==> src/rtl/wct_pkg.sv <==
package wct_pkg;
  localparam int unsigned WCT_COLS_DEF = 64;
  localparam int unsigned WCT_PAIR_W   = 2;
  localparam logic [WCT_PAIR_W-1:0] WCT_PAIR_WILD = 2'b11;
endpackage

==> src/rtl/wct_pair_decode.sv <==
module wct_pair_decode
  import wct_pkg::*;
#(
  parameter int unsigned COLS = WCT_COLS_DEF,
  localparam int unsigned ROW_W = COLS * WCT_PAIR_W
) (
  input  logic [ROW_W-1:0] row_i,
  output logic [COLS-1:0]  wild_o
);
  for (genvar c = 0; c < COLS; c++) begin : g_col
    // both storage bits high marks a don't-care column
    assign wild_o[c] = &row_i[c*WCT_PAIR_W +: WCT_PAIR_W];
  end
endmodule

==> src/rtl/wct_row_history.sv <==
module wct_row_history #(
  parameter int unsigned COLS = wct_pkg::WCT_COLS_DEF
) (
  input  logic            clk_i,
  input  logic            rst_ni,
  input  logic            wr_en_i,
  input  logic            clr_i,
  input  logic [COLS-1:0] wild_i,
  output logic [COLS-1:0] cur_q_o,
  output logic [COLS-1:0] prev_q_o
);
  logic [COLS-1:0] cur_q, prev_q;

  always_ff @(posedge clk_i or negedge rst_ni) begin
    if (!rst_ni) begin
      cur_q  <= '0;
      prev_q <= '0;
    end else if (clr_i) begin
      cur_q  <= '0;
      prev_q <= '0;
    end else if (wr_en_i) begin
      prev_q <= cur_q;
      cur_q  <= wild_i;
    end
  end

  assign cur_q_o  = cur_q;
  assign prev_q_o = prev_q;

  a_r9_clear_history: assert property (@(posedge clk_i) disable iff (!rst_ni)
    clr_i |=> (cur_q == '0) && (prev_q == '0));
  a_r9_shift: assert property (@(posedge clk_i) disable iff (!rst_ni)
    (wr_en_i && !clr_i) |=> prev_q == $past(cur_q));
endmodule

==> src/rtl/wct_mask_accum.sv <==
module wct_mask_accum #(
  parameter int unsigned COLS = wct_pkg::WCT_COLS_DEF
) (
  input  logic            clk_i,
  input  logic            rst_ni,
  input  logic            wr_en_i,
  input  logic            clr_i,
  input  logic [COLS-1:0] wild_i,
  input  logic [COLS-1:0] cur_q_i,
  input  logic [COLS-1:0] prev_q_i,
  output logic [COLS-1:0] mask_o
);
  logic [COLS-1:0] mask_q, mask_d;

  // incoming row and the row becoming previous, ORed with the fed-back mask
  assign mask_d = mask_q | wild_i | cur_q_i | prev_q_i;

  always_ff @(posedge clk_i or negedge rst_ni) begin
    if (!rst_ni)      mask_q <= '0;
    else if (clr_i)   mask_q <= '0;
    else if (wr_en_i) mask_q <= mask_d;
  end

  assign mask_o = mask_q;

  a_r8_clear_zero: assert property (@(posedge clk_i) disable iff (!rst_ni)
    clr_i |=> mask_q == '0);
  a_r7_sticky: assert property (@(posedge clk_i) disable iff (!rst_ni)
    !clr_i |=> ((mask_q & $past(mask_q)) == $past(mask_q)));
  a_r6_hold: assert property (@(posedge clk_i) disable iff (!rst_ni)
    (!wr_en_i && !clr_i) |=> $stable(mask_q));
  a_r2_wild_sets: assert property (@(posedge clk_i) disable iff (!rst_ni)
    (wr_en_i && !clr_i) |=> ((mask_q & $past(wild_i)) == $past(wild_i)));
endmodule

==> src/rtl/wildcard_col_tracker.sv <==
module wildcard_col_tracker
  import wct_pkg::*;
#(
  parameter int unsigned COLS = WCT_COLS_DEF,
  localparam int unsigned ROW_W = COLS * WCT_PAIR_W
) (
  input  logic             clk_i,
  input  logic             rst_ni,
  input  logic             wr_en_i,
  input  logic             clr_i,
  input  logic [ROW_W-1:0] row_i,
  output logic [COLS-1:0]  mask_o
);
  logic [COLS-1:0] wild, cur_q, prev_q;

  wct_pair_decode #(.COLS(COLS)) u_decode (
    .row_i  (row_i),
    .wild_o (wild)
  );

  wct_row_history #(.COLS(COLS)) u_history (
    .clk_i    (clk_i),
    .rst_ni   (rst_ni),
    .wr_en_i  (wr_en_i),
    .clr_i    (clr_i),
    .wild_i   (wild),
    .cur_q_o  (cur_q),
    .prev_q_o (prev_q)
  );

  wct_mask_accum #(.COLS(COLS)) u_accum (
    .clk_i    (clk_i),
    .rst_ni   (rst_ni),
    .wr_en_i  (wr_en_i),
    .clr_i    (clr_i),
    .wild_i   (wild),
    .cur_q_i  (cur_q),
    .prev_q_i (prev_q),
    .mask_o   (mask_o)
  );

  a_r3_r4_plain_no_set: assert property (@(posedge clk_i) disable iff (!rst_ni)
    (wr_en_i && !clr_i && (wild == '0)) |=> mask_o == $past(mask_o));
endmodule

==> config.mk <==
export PLATFORM = sky130hd
export DESIGN_NAME = wildcard_col_tracker
export DESIGN_NICKNAME = d
export VERILOG_FILES = /design/src/rtl/wct_pkg.sv /design/src/rtl/wct_pair_decode.sv /design/src/rtl/wct_row_history.sv /design/src/rtl/wct_mask_accum.sv /design/src/rtl/wildcard_col_tracker.sv
export SDC_FILE = /design/constraint.sdc
export NUM_CORES = 1
export LEC_CHECK = 0
export ABC_AREA = 1
export CAP_MARGIN = 20
export CORE_ASPECT_RATIO = 0.8
export CORE_MARGIN = 2
export CORE_UTILIZATION = 55
export DETAILED_ROUTE_END_ITERATION = 7
export DONT_BUFFER_PORTS = 1
export GPL_TIMING_DRIVEN = 1
export PLACE_DENSITY = 0.69
export SLEW_MARGIN = 15
export SYNTH_ARGS = -nofsm -noshare
export SYNTH_HDL_FRONTEND = slang
export SYNTH_SLANG_ARGS = --single-unit
==> constraint.sdc <==
create_clock -name clk_i -period 2.2 [get_ports clk_i]
set_clock_uncertainty 0.05 [all_clocks]
set_input_delay 0.22 -clock clk_i [delete_from_list [all_inputs] [get_ports clk_i]]
set_output_delay 0.22 -clock clk_i [all_outputs]
set_load 0.05 [all_outputs]
==> results.cfg <==
[timing]
setup_viol = 0
max_clock_freq_mhz = 730
worst_pin_slew_ns = 0.750
min_period_ns = 1.37
rsz0062_at_grt = no
relSlewSlack_pct = 50.0
holdWs_ns = -0.569
finalHoldViolCount = 192
fin_crit_sh_pct = 62.2
setup_tns_ns = 0
slew_violations = 0

[cts]
cts_setup_buffers = 0
cts_root_buffer = clkbuf_16
clock_path_buffers = 2
cts_max_level = 4
hold_buffers = 127
cts_resized = 0
cts_made_buffers = 17
insertion_delay_ns = 0.42
path_clk_slew_ns = 0.07
clock_sinks = 192
cts_tree = built

[cells_and_area]
drive_above_1_share_pct = 3.94
antenna_cells = 0
nNetsFinal = 1185
area_delta_synth_final_pct = 25.8

[power_and_ir_drop]
seqPwrFrac_pct = 50.7
powerDensity_nw_per_um2 = 832
pwr-share-clk_pct = 42.3
p_int_mw = 6.09
p_leak_nw = 5.16
netSwitchingFraction_pct = 25.4
ir_drop_mv = 0.617
power_frac_comb_pct = 7.0
p_switching_mw = 2.07

[detailed_routing]
drc = 0
drt-initial-drc-count = 385
num_vias = 6318
wl_per_cell_um = 14.0
first_pass_iters = 7
postRouteAntennaNets = 0
routed_wl_um = 17400
drt-vias-per-instance = 5.07

[synthesis]
synthCells = 942
syn_avg_cell_area_um2 = 8.27
syn_area_um2 = 7790
yosysUniqueCellTypes = 7
seq_area_frac_synth_pct = 61.7
syn_nets = 1074
ys_ff_latch = 192
ys_warn_count = 0

[floorplan]
fp.coreArea_um2 = 13700
core.rowCount = 38
dieWidth_um = 137
start_util_pct = 56.9
io_pins = 196
die_area_um2 = 15100
die_h_um = 110

[status]
status = finished, violations left
violations = hold timing

[global_route]
first_global_vias = 6192
grt-busiest-layer = met2
grt_use_total_pct = 24.5
grt_max_degree = 193
grt-ovfl-total = 0
grt_pass1_wl_um = 29600
met2_usage_pct = 39.0
grt_use_met1_pct = 33.1
antenna_found_initial = 0
use_met3_pct = 6.66

[placed_design]
gp_congestion = 0.718
placement.io_buffers = 0
hpwl_um = 8950

[setup_path]
cp.required_ns = 1.93
worstSetupStartpoint = u_accum.mask_o[39]$_DFFE_PN0P_
startpoint_type = register
path_max_fanout = 2
arrival_ns = 1.10
endpoint_kind = output port
r2r_start = u_accum.mask_o[14]$_DFFE_PN0P_
criticalPathCategory = reg -> out

[job]
maxCapViolCount = 0

[min_path]
min_path_type = in -> async
[cell families (layout without fill, tap and decap cells)]
| family | after synthesis | in the layout | synth area share [%] |
|---|---|---|---|
| and+or+nand+nor | 642 | 642 | 30.9 |
| DFF | 192 | 192 | 61.7 |
| AOI/OAI and AO/OA | 64 | 64 | 4.11 |
| buffers and inverters | 44 | 167 | 3.31 |
[synth_stat cells]
master	instances	area share (%)
nand2_1	577	28
dfrtp_1	192	62
nor2_1	65	3.1
o21ai_0	64	4.1
buf_2	26	1.7
buf_4	16	1.5
inv_1	2	0.096
[sequential cells by signal, indices dropped and copies added (netlist names)]
signal	count
u_history.prev_q_o	64
u_accum.mask_o	64
u_history.cur_q_o	64
[cells in the final DEF, fill, tap and decap left out]
master and instances:
buf_12 3, clkinvlp_4 1, dlygate4sd3_1 127, o21ai_0 64
clkinv_2 3, inv_4 1, dfrtp_1 192, nand2_2 1
buf_4 4, clkbuf_16 17, nor2_1 64, inv_6 2
bufinv_16 6, nor2_4 1, inv_2 1, clkinv_4 2
nand2_1 576
[through the flow]
stage                     cells  util [%]  power, mW  instance area, um^2  setup WS [ns]
after floorplan             942         -       4.48                 7790           1.29
after global placement     1087      57.5       4.58                 7870          0.924
after detailed placement   1087      57.5       4.59                 7870          0.872
after CTS                  1245      71.6       8.21                 9800          0.813
after global routing       1245      71.6       8.49                 9800          0.795
final                      1245      71.6       8.16                 9800          0.831
[cell type report]
| cell class | count | area [um^2] |
|---|---|---|
| flip-flops and latches | 192 | 4800 |
| clock buffers | 17 | 425 |
| well taps | 180 | 225 |
| multi-input cells | 706 | 2740 |
| inverters | 2 | 10.0 |
| repair buffers | 134 | 1360 |
| fillers | 1009 | 3890 |
| clock inverters | 14 | 238 |
[routing by layer]
layer / up-vias / part of all wire [%]
met2: 215 / 48
met1: 2973 / 45
met4: 0 / 1.4
met5: - / 0
li1: 3106 / -
met3: 24 / 6.0
[power groups by stage]
stage	registers [mW]	logic [mW]	clock network [mW]
after floorplan	4.16	0.319	0
after global placement	4.19	0.383	0
after detailed placement	4.19	0.392	0
after CTS	4.13	0.567	3.51
after global routing	4.15	0.653	3.69
final	4.13	0.574	3.45
[path summary, 6_finish.rpt]
| path | depth (start not counted) | end | slack (ns) |
|---|---|---|---|
| setup / recovery | 0 | mask_o[39] | 0.83 |
| hold / removal | 0 | u_history.cur_q_o[59]$_DFFE_PN0P_ | -0.57 |
| setup reg to reg | 2 | u_accum.mask_o[14]$_DFFE_PN0P_ | 1.15 |
| hold reg to reg | 2 | u_history.prev_q_o[45]$_DFFE_PN0P_ | 0.43 |
| max in group asynchronous | 0 | u_history.prev_q_o[42]$_DFFE_PN0P_ | 2.35 |
| min in group clk_i | 4 | u_accum.mask_o[12]$_DFFE_PN0P_ | 0.01 |
(Power assumes the default switching activity.)
